`config.mk`:
```
export PLATFORM = sky130hd
export DESIGN_NAME = bitop_unit
export DESIGN_NICKNAME = d
export VERILOG_FILES = /design/src/rtl/bitop_pkg.sv /design/src/rtl/bitop_alu.sv /design/src/rtl/bitop_flagcalc.sv /design/src/rtl/bitop_unit.sv
export SDC_FILE = /design/constraint.sdc
export NUM_CORES = 1
export LEC_CHECK = 0
export BUFFER_PORTS_ARGS = -buffer_cell sky130_fd_sc_hd__clkbuf_2
export CAP_MARGIN = 0
export CORE_MARGIN = 8
export CORE_UTILIZATION = 48
export DETAILED_ROUTE_END_ITERATION = 8
export PLACE_DENSITY_LB_ADDON = 0.05
export SYNTH_ARGS = -nofsm -noshare
export SYNTH_HDL_FRONTEND = slang
export SYNTH_SLANG_ARGS = --single-unit
```
`constraint.sdc`:
```
create_clock -name clk -period 3.35 [get_ports clk]
set_input_delay 0.1675 -clock clk [delete_from_list [all_inputs] [get_ports clk]]
set_output_delay 0.1675 -clock clk [all_outputs]
set_load 0.05 [all_outputs]
```
`src/rtl/bitop_pkg.sv`:
```
package bitop_pkg;

    typedef enum logic [2:0] {
        OP_AND      = 3'b000,
        OP_OR       = 3'b001,
        OP_XOR      = 3'b010,
        OP_NOT      = 3'b011,
        OP_CLEAR    = 3'b100,
        OP_ORNOT    = 3'b101,
        OP_PROBE_A  = 3'b110,
        OP_PROBE_X  = 3'b111
    } bitop_op_e;

    typedef struct packed {
        logic n;
        logic z;
        logic c;
        logic v;
    } flags_t;

    localparam flags_t FLAGS_RESET = '{n: 1'b0, z: 1'b0, c: 1'b0, v: 1'b0};

    // Probe operations share the top two opcode bits
    function automatic logic is_probe(input logic [2:0] op);
        return op[2] & op[1];
    endfunction

endpackage

```
`src/rtl/bitop_alu.sv`:
```
module bitop_alu #(
    parameter int W = 32
) (
    input  logic [2:0]   op,
    input  logic [W-1:0] a,
    input  logic [W-1:0] b,
    output logic [W-1:0] y
);
    import bitop_pkg::*;

    logic [W-1:0] b_inv;
    logic [W-1:0] b_eff;

    // Inverting variants select ~b once, then share the and/or gates
    always_comb begin
        b_inv = ~b;
        unique case (bitop_op_e'(op))
            OP_NOT, OP_CLEAR, OP_ORNOT: b_eff = b_inv;
            default:                    b_eff = b;
        endcase
    end

    always_comb begin
        unique case (bitop_op_e'(op))
            OP_AND, OP_CLEAR, OP_PROBE_A: y = a & b_eff;
            OP_OR,  OP_ORNOT:             y = a | b_eff;
            OP_XOR, OP_PROBE_X:           y = a ^ b_eff;
            OP_NOT:                       y = b_eff;
            default:                      y = '0;
        endcase
    end

endmodule

```
`src/rtl/bitop_flagcalc.sv`:
```
module bitop_flagcalc #(
    parameter int W = 32
) (
    input  logic [W-1:0]       y,
    input  logic               carry_in,
    input  bitop_pkg::flags_t  cur,
    input  logic               update,
    output bitop_pkg::flags_t  nxt
);
    import bitop_pkg::*;

    localparam int TOP = W - 1;

    logic zero;

    assign zero = (y == '0);

    always_comb begin
        nxt = cur;
        if (update) begin
            nxt.n = y[TOP];
            nxt.z = zero;
            nxt.c = carry_in;
            // v deliberately left at cur.v
        end
    end

endmodule

```
`src/rtl/bitop_unit.sv`:
```
module bitop_unit #(
    parameter int W = 32
) (
    input  logic         clk,
    input  logic         rst,
    input  logic         in_valid,
    input  logic [2:0]   opcode,
    input  logic [W-1:0] src_a,
    input  logic [W-1:0] src_b,
    input  logic         shift_carry,
    input  logic         set_flags,
    output logic [W-1:0] res_data,
    output logic         res_we,
    output logic         flag_n,
    output logic         flag_z,
    output logic         flag_c,
    output logic         flag_v
);
    import bitop_pkg::*;

    flags_t       flags_q;
    flags_t       flags_calc;
    flags_t       flags_d;
    logic [W-1:0] result;
    logic         probe;
    logic         upd;

    bitop_alu #(.W(W)) u_alu (
        .op (opcode),
        .a  (src_a),
        .b  (src_b),
        .y  (result)
    );

    bitop_flagcalc #(.W(W)) u_flag (
        .y        (result),
        .carry_in (shift_carry),
        .cur      (flags_q),
        .update   (upd),
        .nxt      (flags_calc)
    );

    always_comb begin
        probe   = is_probe(opcode);
        upd     = in_valid & (probe | set_flags);
        flags_d = rst ? FLAGS_RESET : flags_calc;
    end

    always_ff @(posedge clk) begin
        flags_q <= flags_d;
    end

    assign res_data = result;
    assign res_we   = in_valid & ~probe;
    assign flag_n   = flags_q.n;
    assign flag_z   = flags_q.z;
    assign flag_c   = flags_q.c;
    assign flag_v   = flags_q.v;

endmodule

```
# Word level (Yosys, flattened, before mapping)

Index checks and enable logic that the tools add are counted.

Register bits: 3
Output and inout port bits: 37

Equal/unequal tests: 7
Muxes and demuxes: 2
Bitwise operators: 9
Reductions and logical operators: 6

Operators with widths:

| cell                                                             | number |
|---|---|
| 32-bit case mux with 4 select lines                              | 1 |
| 32-bit bitwise AND                                               | 1 |
| 32-bit zero test                                                 | 1 |
| 32-bit 2-to-1 mux                                                | 1 |
| 32-bit NOT                                                       | 1 |
| 32-bit bitwise OR                                                | 1 |
| 32-bit XOR                                                       | 1 |
| 3-bit == test (second input constant)                            | 4 |
| 3-bit by 2-bit == test with 1-bit output (second input constant) | 2 |
| 3-bit OR reduction                                               | 2 |
| 2-bit OR reduction                                               | 2 |
| 1-bit bitwise AND                                                | 3 |
| 3-bit by 1-bit == test with 1-bit output (second input constant) | 1 |
| 3-bit zero test                                                  | 1 |
| 1-bit NOT                                                        | 1 |
| 1-bit bitwise OR                                                 | 1 |

# Logic depth before layout (Yosys ltp)

Gate-level depths: netlist of run 1.

Word-level depth: 6
Depth in mapped cells: 15
Depth with buffers taken out: 12

# By module

From an unflattened synthesis of run 1, not the netlist that was laid out.

Cell total of the unflattened synthesis: 386
Area, all modules: 3118.0 um^2

By module, submodules not included:

| module         | times used | cells an instance | area an instance (um^2) | sequential area each (um^2) |
|---|---|---|---|---|
| bitop_alu      | 1          | 359               | 2870.3                  | 0.0 |
| bitop_flagcalc | 1          | 16                | 123.9                   | 0.0 |
| bitop_unit     | 1          | 11                | 123.9                   | 80.1 |

# Worst setup path after synthesis of run 1

No wires, ideal clock.

Kind: input to register
Start point: input port opcode[2]
End point: register flags_q (netlist bit flag_z)
Library setup time: 84 ps
Data arrival time: 3193 ps
Required time: 3266 ps
Slack: 72 ps
Stages on the path: 15
Path buffers: 3
Path through: buf_2 -> nand2b_1 -> buf_2 -> nor2_1 -> a21oi_1 -> buf_2 -> xnor2_1 -> inv_1 -> ha_1 -> nand2b_1 -> a21oi_1 -> a221oi_1 -> a2111o_1 -> or4_1 -> o31ai_2

Cells in the longest elaborated chain, start to end: 6
Elaborated cells between the ends (all ways): 21
Classes of those cells: eq/ne (7); mux (2); bitwise (6); reduce/logical (6)

RTL lines:

| element                                                                   | line                             | RTL |
|---|---|---|
| start: declaration                                                        | bitop_unit.sv:7                  | `input logic [2:0] opcode,` |
| 3-bit == test or 3-bit by 2-bit == test with 1-bit output (tied branches) | bitop_alu.sv:17, bitop_alu.sv:24 |  |
| 3-bit OR reduction                                                        | bitop_alu.sv:17                  | `unique case (bitop_op_e'(op))` |
| 32-bit 2-to-1 mux                                                         | bitop_alu.sv:17                  |  |
| 32-bit XOR (tied with other cells)                                        | bitop_alu.sv:27                  | `OP_XOR, OP_PROBE_X: y = a ^ b_eff;` |
| 32-bit case mux with 4 select lines                                       | bitop_alu.sv:24                  | `unique case (bitop_op_e'(op))` |
| 32-bit zero test                                                          | bitop_flagcalc.sv:16             | `assign zero = (y == '0);` |
| end signal: assignment                                                    | bitop_unit.sv:50                 | `flags_q <= flags_d;` |
| end: declaration                                                          | bitop_unit.sv:21                 | `flags_t flags_q;` |

Several ways; a longest one is shown, not always the timed one.
A chain may end at the register's enable or synchronous reset.

# Worst setup path in the final report of run 1

Start point: input port opcode[1]
End point: output port res_data[30]

Cells in the longest elaborated chain, start to end: 5
Elaborated cells between the ends (all ways): 17
Classes of those cells: eq/ne (7); mux (2); bitwise (3); reduce/logical (5)

RTL lines:

| element                                                                   | line                             | RTL |
|---|---|---|
| 3-bit == test or 3-bit by 2-bit == test with 1-bit output (tied branches) | bitop_alu.sv:17, bitop_alu.sv:24 |  |
| 3-bit OR reduction                                                        | bitop_alu.sv:17                  |  |
| 32-bit 2-to-1 mux                                                         | bitop_alu.sv:17                  |  |
| 32-bit XOR (tied with other cells)                                        | bitop_alu.sv:27                  |  |
| 32-bit case mux with 4 select lines (*)                                   | bitop_alu.sv:24                  |  |
| end: declaration                                                          | bitop_unit.sv:12                 | `output logic [W-1:0] res_data,` |

Mark *: on every way between the ends. The rest lies on a longest branch, timed or not.

==> flow_summary.yaml, run 1 <==
yosys:
  synth_warnings: 0
  synth_area_um2: 3210
  synth-edff-count: 0
  syn_nets: 590
  synth_flop_cell: "dfxtp_1"
  async_flop_share_pct: 0
  synth_top_area_share_pct: 25.0
  synthCells: 454
  synth_top_area_cell: "ha_1"
  yosysUniqueCellTypes: 63
  yosysSeqAreaShare_pct: 1.87
  synth_seq_cells: 3
  synth_area_leaders: "ha_1, xnor2_1, inv_1, nand2b_1, nor2_1"
  syn_avg_cell_area_um2: 7.06
detailed_routing:
  viasPerCell: 5.48
  drt_drc_violations_left: 0
  wire_per_inst_um: 15.8
  via_count: 3452
  first_iter_violations: 202
  drt-pass1-iter-count: 4
  finalWirelength_um: 9940
  antenna_left: 0
power:
  power_leakage_nw: 2.21
  power_density_nw_per_um2: 273
  peakVddDrop_mv: 0.149
clocking:
  postCtsHoldBufs: 0
  path_clk_slew_ns: 0.03
  cts_buffers: 3
  cts_setup_buffers: 0
  clock-sinks: 3
  clockBufferDepth: 2
  cts_tree: "done"
  clkLatencyLatePin_ns: 0.23
  root_buffer: "clkbuf_8"
  h-tree-depth: 1
place:
  place_area_um2: 4180
  gp_congestion: 0.878
  io_buffers: 107
  hpwlAfterDp_um: 7890
floorplan:
  placementRows: 29
  start_util_pct: 49.9
  core_um2: 6420
  dieArea_um2: 9550
  die_h_um: 97.7
  ioPinCount: 109
  die_w_um: 97.7
layout:
  finish.utilization_pct: 66.1
  area_growth_pct: 32.3
  fin_nets: 690
  final_area_um2: 4240
  antennaDiodeCount: 0
  layout-drive-gt1-share_pct: 25.0
critical_path:
  reg2reg_depth: 2
  r2r_slack_ns: 2.71
  cp-end-kind: "primary output"
  crit_end: "res_data[30]"
  crit_type: "input port to primary output"
  reg2reg_to: "flag_n"
  crit_required_ns: 3.18
  crit_arrival_ns: 2.92
  r2r-start: "flag_n"
  startpoint: "opcode[1]"
  worstPathMaxFanout: 12
  crit_path_start_kind: "input port"
timing:
  setup_viol: 0
  timing.hold.ws_ns: 0.164
  layout_worst_path_cycle_share_pct: 92.3
  max_freq_mhz: 324
  finClkSkew_ns: 0
  hold_violations: 0
  fin_setup_tns_ns: 0
  slew_headroom_pct: 58.5
  worst_pin_slew_ns: 0.623
  period_minus_slack_ns: 3.09
  rsz0062_at_grt: "no"
  drv_slew: 0
grt:
  first_global_vias: 3538
  grt_pass1_wl_um: 17000
  antenna_found_initial: 0
  overflow: 0
  grt_use_total_pct: 20.6
  grt_max_degree: 50
hold_path:
  hold_start: "rst"
  hold_path_class: "input port to register"
flow_run:
  cap_violations: 0
run_status:
  status: "completed"
-- worst min path at each step --
stage / end / slack (ns) / depth (start not counted)
floorplan: flag_c / 0.24 / 1
global placement: flag_c / 0.39 / 2
detailed placement: flag_n / 0.39 / 2
CTS: flag_c / 0.16 / 2
global route: flag_n / 0.18 / 2
finish: flag_c / 0.16 / 2
-- per-stage QoR --
step,worst slack [ns],std cells,total power [mW]
after floorplan,0.0725,454,0.663
after global placement,-0.191,625,1.02
after detailed placement,-0.240,625,1.04
after CTS,0.271,630,1.16
after global routing,0.0317,630,1.25
final,0.259,630,1.16
-- layout by cell type (no fill, tap or decap), types with 3 or more instances in the layout --
cell	n
nor2b_1	8
o21ai_0	14
buf_4	16
a21oi_1	15
nand2_1	21
nand2b_1	24
nor2_1	35
mux2i_1	8
clkbuf_2	81
o32ai_1	3
a22oi_1	4
nor4_1	5
dfxtp_1	3
nor3_1	11
buf_12	26
clkbuf_8	3
a22o_1	4
nor3b_1	7
a31oi_1	9
a211oi_1	7
a32o_1	3
nand3b_1	5
o22ai_1	3
a221oi_1	7
and3b_1	3
o2bb2ai_1	3
inv_1	72
ha_1	64
xnor2_1	32
o21a_1	14
and2_1	3
-- flip-flops by register name, indices dropped and copies added (netlist names) --
signal and count:
flag_c 1, flag_z 1, flag_n 1
-- area by class of cell --
| type | count | area, um2 |
|---|---|---|
| Clock buffer | 4 | 45.0 |
| Tap cell | 77 | 96.3 |
| Fill cell | 585 | 2180 |
| Inverter | 74 | 278 |
| Sequential cell | 3 | 60.1 |
| Multi-Input combinational cell | 349 | 2720 |
| Timing Repair Buffer | 123 | 1050 |
-- synthesized netlist by cell type, drive strengths merged, types with 2 or more instances --
| cell type | instances |
|---|---|
| a2111o | 2 |
| a2111oi | 2 |
| a211oi | 7 |
| a21oi | 16 |
| a221o | 2 |
| a221oi | 7 |
| a22o | 4 |
| a22oi | 4 |
| a31oi | 9 |
| a32o | 4 |
| and2 | 3 |
| and3b | 3 |
| buf | 26 |
| clkbuf | 3 |
| dfxtp | 3 |
| ha | 64 |
| inv | 73 |
| mux2i | 8 |
| nand2 | 22 |
| nand2b | 24 |
| nand3b | 5 |
| nor2 | 35 |
| nor2b | 8 |
| nor3 | 13 |
| nor3b | 7 |
| nor4 | 5 |
| o21a | 14 |
| o21ai | 16 |
| o22ai | 3 |
| o2bb2ai | 3 |
| o311ai | 2 |
| o31ai | 2 |
| o32ai | 3 |
| or2 | 3 |
| xnor2 | 32 |
-- power breakdown --
group | switching (mW) | leakage [nW] | total, mW | internal (mW)
Sequential | 0.000745 | 0.0245 | 0.0383 | 0.0375
Clock | 0.0307 | 0.0228 | 0.112 | 0.0817
Combinational | 0.578 | 2.16 | 1.01 | 0.429
-- cells by family (layout without fill, tap and decap cells) --
family | after synthesis | count (layout) | synth area share [%]
simple gates | 136 | 136 | 23.1
fa+ha+maj | 64 | 64 | 25.0
other cells | 1 | 1 | 0.117
xor+xnor | 33 | 33 | 9.25
mux | 8 | 8 | 2.50
compound gates | 106 | 107 | 24.0
buf+inv | 103 | 201 | 14.2
flops | 3 | 3 | 1.87
-- timing repair --
| action | CTS | global route |
|---|---|---|
| endpoints found under the setup margin | 1 | 1 |
| cloned | 1 | 0 |
| pin swaps | 0 | 0 |
| resized for setup | 0 | 1 |
-- worst max-delay path, cell delays in order --
cell	delay, ns
clkbuf_2	0.12
nand2b_1	0.09
nor2_1	0.12
a21oi_4	0.50
buf_4	0.31
xnor2_1	0.17
inv_1	0.07
ha_1	0.29
nand2b_1	0.10
a21oi_1	0.06
a221oi_1	0.51
o21a_1	0.26
buf_12	0.14
-- layer usage --
metal  up-vias  global-route usage (%)  wire [um]
li1       1753                       -          -
met1      1576                    27.1       4460
met2       114                    35.0       4780
met3         9                    3.34        632
met4         0                    3.00         68
met5         -                       0          0
(Power assumes the default switching activity.)
==> run 2, diff against run 1 <==
Settings changed: ABC_AREA set to 1, BUFFER_PORTS_ARGS -buffer_cell sky130_fd_sc_hd__clkbuf_2 to not set, CORE_UTILIZATION 48 to 50, DONT_BUFFER_PORTS set to 1.
==> run 2 against run 1 <==
  * Synthesized cell count rose by 11%
  * Global-route usage down 4.0 points
  * Setup slack better by 0.42 ns
  * Critical path depth is 2 lower
  * Clock skew unchanged
  * Highest routed layer unchanged
  * Via count fell by 24%
  * Critical path type unchanged
  * Register-to-register slack worse by 0.36 ns
==> flow_summary.yaml, run 2 <==
clocking:
  cts_buffers: 3
  h-tree-depth: 1
  cts_setup_buffers: 0
  root_buffer: "clkbuf_8"
  path_clk_slew_ns: 0.03
  cts_tree: "done"
  cts.repair.resized: 0
  clockBufferDepth: 2
  clock-sinks: 3
  clkLatencyLatePin_ns: 0.22
  postCtsHoldBufs: 0
timing:
  hold_violations: 0
  layout_worst_path_cycle_share_pct: 79.8
  worst_pin_slew_ns: 1.03
  slew_headroom_pct: 31.1
  drv_slew: 0
  fin_setup_tns_ns: 0
  period_minus_slack_ns: 2.67
  rsz0062_at_grt: "no"
  setup_viol: 0
  finClkSkew_ns: 0
  max_freq_mhz: 374
yosys:
  synthCells: 506
  yosysUniqueCellTypes: 27
  syn_nets: 642
  synth_area_leaders: "ha_1, nand2_1, inv_1, nor2_1, xor2_1"
  synth_top_area_cell: "ha_1"
  synth_xor_area_share_pct: 9.58
  synth_flop_cell: "dfxtp_1"
  synth.most_common_cell: "nand2_1"
  synthSimpleGateAreaFrac_pct: 39.2
  synth_area_um2: 2920
  synthMuxAreaShare_pct: 0
  synthTopCellsByCount: "nand2_1, inv_1, nor2_1"
  synth_top_area_share_pct: 27.4
  yosysSeqAreaShare_pct: 2.05
  synth_adder_area_share_pct: 27.4
  synth-compound-area-share_pct: 2.87
  synth-edff-count: 0
  synth_seq_cells: 3
  synth_warnings: 0
  async_flop_share_pct: 0
  synth_top_family_by_area: "simple AND/OR/NAND/NOR gates"
  syn_avg_cell_area_um2: 5.78
grt:
  grt_use_total_pct: 16.6
  overflow: 0
  antenna_found_initial: 0
  first_global_vias: 2616
  grt_pass1_wl_um: 12000
  grt_max_degree: 47
power:
  power_density_nw_per_um2: 250
  power_leakage_nw: 1.98
  power_mw: 0.748
  peakVddDrop_mv: 0.199
hold_path:
  hold_start: "rst"
  hold_path_class: "input port to register"
critical_path:
  worstPathMaxFanout: 26
  crit_end: "res_data[31]"
  r2r_slack_ns: 2.35
  cp-end-kind: "primary output"
  crit_arrival_ns: 2.50
  crit_type: "input port to primary output"
  r2r-start: "flag_n"
  crit_required_ns: 3.18
  reg2reg_to: "flag_n"
  startpoint: "opcode[2]"
  crit_path_start_kind: "input port"
  reg2reg_depth: 2
floorplan:
  placementRows: 28
  die_w_um: 92.5
  die_h_um: 92.5
  ioPinCount: 109
  dieArea_um2: 8550
  start_util_pct: 50.6
  core_um2: 5780
detailed_routing:
  viasPerCell: 4.59
  first_iter_violations: 55
  drt-pass1-iter-count: 6
  finalWirelength_um: 7140
  drt_drc_violations_left: 0
  wire_per_inst_um: 12.4
  antenna_left: 0
  via_count: 2636
layout:
  area_growth_pct: 2.27
  fin_nets: 636
  final_common_cell: "nand2_1"
  finish.utilization_pct: 51.7
  layout-drive-gt1-share_pct: 9.02
  antennaDiodeCount: 0
  layout_common_cells: "nand2_1, inv_1, nor2_1"
flow_run:
  cap_violations: 0
place:
  io_buffers: 0
  gp_congestion: 0.773
  hpwlAfterDp_um: 5780
run_status:
  status: "completed"
run 2: cell count changes in the layout (fill, tap and decap cells not counted), sizes merged, moves of 12 or more:
cell	before	now
nand2	22	123
clkbuf	85	4
inv	73	114
nor2	35	76
or2	3	44
buf	42	5
xnor2	32	0
xor2	1	32
nand2b	24	0
o21a	14	0
a21oi	17	5
run 2: critical path, cell delays in order:
cell and delay [ns]:
inv_2 0.06, o21ai_4 0.79, buf_4 0.33, xor2_1 0.19, inv_1 0.06, ha_1 0.17
o21ai_0 0.14, nor2_1 0.06, nand2_1 0.05, o21ai_0 0.10, inv_1 0.36
run 2: metal layers:
layer,wire (um),global-route usage (%)
met1,3100,18.8
met2,3340,30.4
met3,689,5.66
met4,14,1.21
met5,0,0
run 2: where the power goes:
group | internal, mW | switching (mW)
clock network | 0.0813 | 0.0259
logic | 0.157 | 0.440
registers | 0.0377 | 0.00702
total | 0.276 | 0.472
run 2: final cells by class:
type / count / area (um2)
clock buffers: 4 / 45.0
multi-input cells: 373 / 2330
fillers: 645 / 2790
repair buffers: 5 / 37.5
inverters: 114 / 428
well taps: 75 / 93.8
flip-flops and latches: 3 / 60.1
run 2: cell families (layout without fill, tap and decap cells):
family	count (synthesis)	after routing
AND/OR/NAND/NOR	262	262
buffers and inverters	130	123
adder cells (fa/ha/maj)	64	64
XOR/XNOR	32	32
AO/OA/AOI/OAI	14	14
flip-flops	3	3
other	1	1
run 2: worst min-delay path by stage:
| stage | to | slack, ns | cells past startpoint |
|---|---|---|---|
| finish | flag_z | 0.02 | 1 |
| global route | flag_z | 0.008 | 1 |
| detailed placement | flag_z | 0.24 | 1 |
| CTS | flag_z | 0.01 | 1 |
| global placement | flag_c | 0.24 | 1 |
| floorplan | flag_c | 0.24 | 1 |
run 2: metrics by stage:
step	instance area [um2]	hold WS [ns]	worst slack (ns)	std cells
floorplan	2920	0.237	0.674	506
global placement	2950	0.238	0.666	570
detailed placement	2950	0.241	0.578	570
CTS	2990	0.0146	0.635	574
global route	2990	0.00787	0.448	574
finish	2990	0.0178	0.678	574
==> run 3, diff against run 2 <==
Clock period 3.35 ns to 2.6 ns, I/O delays scaled along.
==> run 3 against run 2 <==
  * Final cell count increased by 5.7%
  * Worst hold slack improved by 0.042 ns
  * Setup slack worse by 0.23 ns
  * Sequential power up 29%
  * Via count grew 7.1%
  * Clock skew did not move
  * Largest cell class unchanged
  * First-iteration DRC count increased by 38%
  * Sequential share of layout area fell by 0.34 points
  * Final area increased by 21%
  * Clock power rose by 31%
==> flow_summary.yaml, run 3 (synthesis gave the netlist of run 2 again) <==
run_status:
  status: "completed"
power:
  combPwrFrac_pct: 84.4
  internal_power_mw: 0.600
  peakVddDrop_mv: 0.224
  power_density_nw_per_um2: 352
  p_sw_mw: 0.667
  power_mw: 1.27
  power_frac_clock_pct: 11.0
  p_seq_share_pct: 4.5
  power_leakage_nw: 2.27
  netSwitchingFraction_pct: 52.6
place:
  place_area_um2: 3550
  dp.cells: 602
  gp_congestion: 0.769
  hpwlAfterDp_um: 6210
  io_buffers: 0
detailed_routing:
  drt-pass1-iter-count: 4
  via_count: 2823
  wire_per_inst_um: 12.6
  finalWirelength_um: 7660
  drt_drc_violations_left: 0
  first_iter_violations: 76
  antenna_left: 0
  viasPerCell: 4.65
clocking:
  cts_buffers: 3
  clock-sinks: 3
  path_clk_slew_ns: 0.03
  h-tree-depth: 1
  root_buffer: "clkbuf_8"
  cts_tree: "done"
  clockBufferDepth: 2
  clkLatencyLatePin_ns: 0.22
  cts_setup_buffers: 0
  postCtsHoldBufs: 1
  cts.repair.resized: 0
floorplan:
  placementRows: 28
  dieArea_um2: 8550
  die_h_um: 92.5
  core_um2: 5780
  ioPinCount: 109
  start_util_pct: 50.6
  die_w_um: 92.5
grt:
  top_usage_layer: "met2"
  use_met3_pct: 6.47
  first_global_vias: 2902
  use_met2_pct: 34.9
  grt_pass1_wl_um: 13100
  use_met1_pct: 18.4
  antenna_found_initial: 0
  overflow: 0
  grt_use_total_pct: 18.0
  grt_max_degree: 47
timing:
  max_freq_mhz: 465
  fin_setup_tns_ns: 0
  layout_worst_path_cycle_share_pct: 82.6
  setup_viol: 0
  worst_pin_slew_ns: 0.894
  slew_headroom_pct: 40.2
  finClkSkew_ns: 0
  period_minus_slack_ns: 2.15
  drv_slew: 0
  hold_violations: 0
  rsz0062_at_grt: "no"
critical_path:
  crit_path_start_kind: "input port"
  critical_path.most_common_cell: "nand2_1"
  cp-end-kind: "primary output"
  path_cells: "inv_2, nand3_2, o21ai_4, buf_12, xor2_1, inv_1, ha_1, or2_2, nand2_1, nor2_1, nand2_1, nand2_1, inv_1, buf_12"
  crit_buf_inv: 5
  crit_path_max_incr_delay_ns: 0.26
  worstPathMaxFanout: 20
  crit_family: "buffers and inverters"
  r2r_slack_ns: 1.61
  crit_required_ns: 2.47
  crit_type: "input port to primary output"
  crit_arrival_ns: 2.02
  critPathSlowestCell: "or2_2"
layout:
  stdcell_count: 607
  final_common_cell: "nand2_1"
  fin_nets: 669
  antennaDiodeCount: 0
  layout_common_cells: "nand2_1, inv_1, nor2_1"
  layout-drive-gt1-share_pct: 14.5
  fill_cells: 544
  area_growth_pct: 23.2
  finish.utilization_pct: 62.3
  final_area_um2: 3600
hold_path:
  hold_path_class: "input port to register"
flow_run:
  cap_violations: 0
-- run 3: final cells by class --
cell class / count / area, um2 / share of cell area, %
Timing Repair Buffer: 38 / 651 / 18.1
Inverter: 114 / 428 / 11.9
Clock buffer: 4 / 45.0 / 1.25
Sequential cell: 3 / 60.1 / 1.67
Multi-Input combinational cell: 373 / 2330 / 64.5
Tap cell: 75 / 93.8 / 2.60
-- run 3: final timing paths --
| check | cells past startpoint | from | end |
|---|---|---|---|
| worst max-delay path | 14 | opcode[2] | res_data[9] |
| worst min-delay path | 2 | shift_carry | flag_c |
| worst max register to register | 2 | flag_n | flag_n |
| worst min register to register | 2 | flag_c | flag_c |
-- run 3: power groups by stage --
stage / combinational, mW / clock (mW) / sequential [mW]
6_report: 1.07 / 0.140 / 0.0575
5_1_grt: 1.18 / 0.144 / 0.0577
4_1_cts: 1.08 / 0.139 / 0.0576
3_5_place_dp: 1.08 / 0 / 0.0582
3_3_place_gp: 1.06 / 0 / 0.0582
2_1_floorplan: 0.692 / 0 / 0.0576
-- run 3: metal layers --
metal  wire length [um]  part of all wire (%)  up-vias
met3                777                    10        5
met5                  0                     0        -
met1               3030                    40     1238
met2               3830                    50       66
li1                   -                     -     1514
met4                 22                  0.29        0
-- run 3: worst reg2reg max path, cell delays in order (launching register included) --
cell     delay (ns)
dfxtp_1        0.64
nor2_1         0.11
nor3b_1        0.17
-- run 3: stage by stage --
step / setup WS (ns) / hold slack, ns
after floorplan: 0.00263 / 0.199
after global placement: 0.393 / 0.201
after detailed placement: 0.275 / 0.203
after CTS: 0.435 / 0.0628
after global routing: 0.271 / 0.0884
final: 0.452 / 0.0602
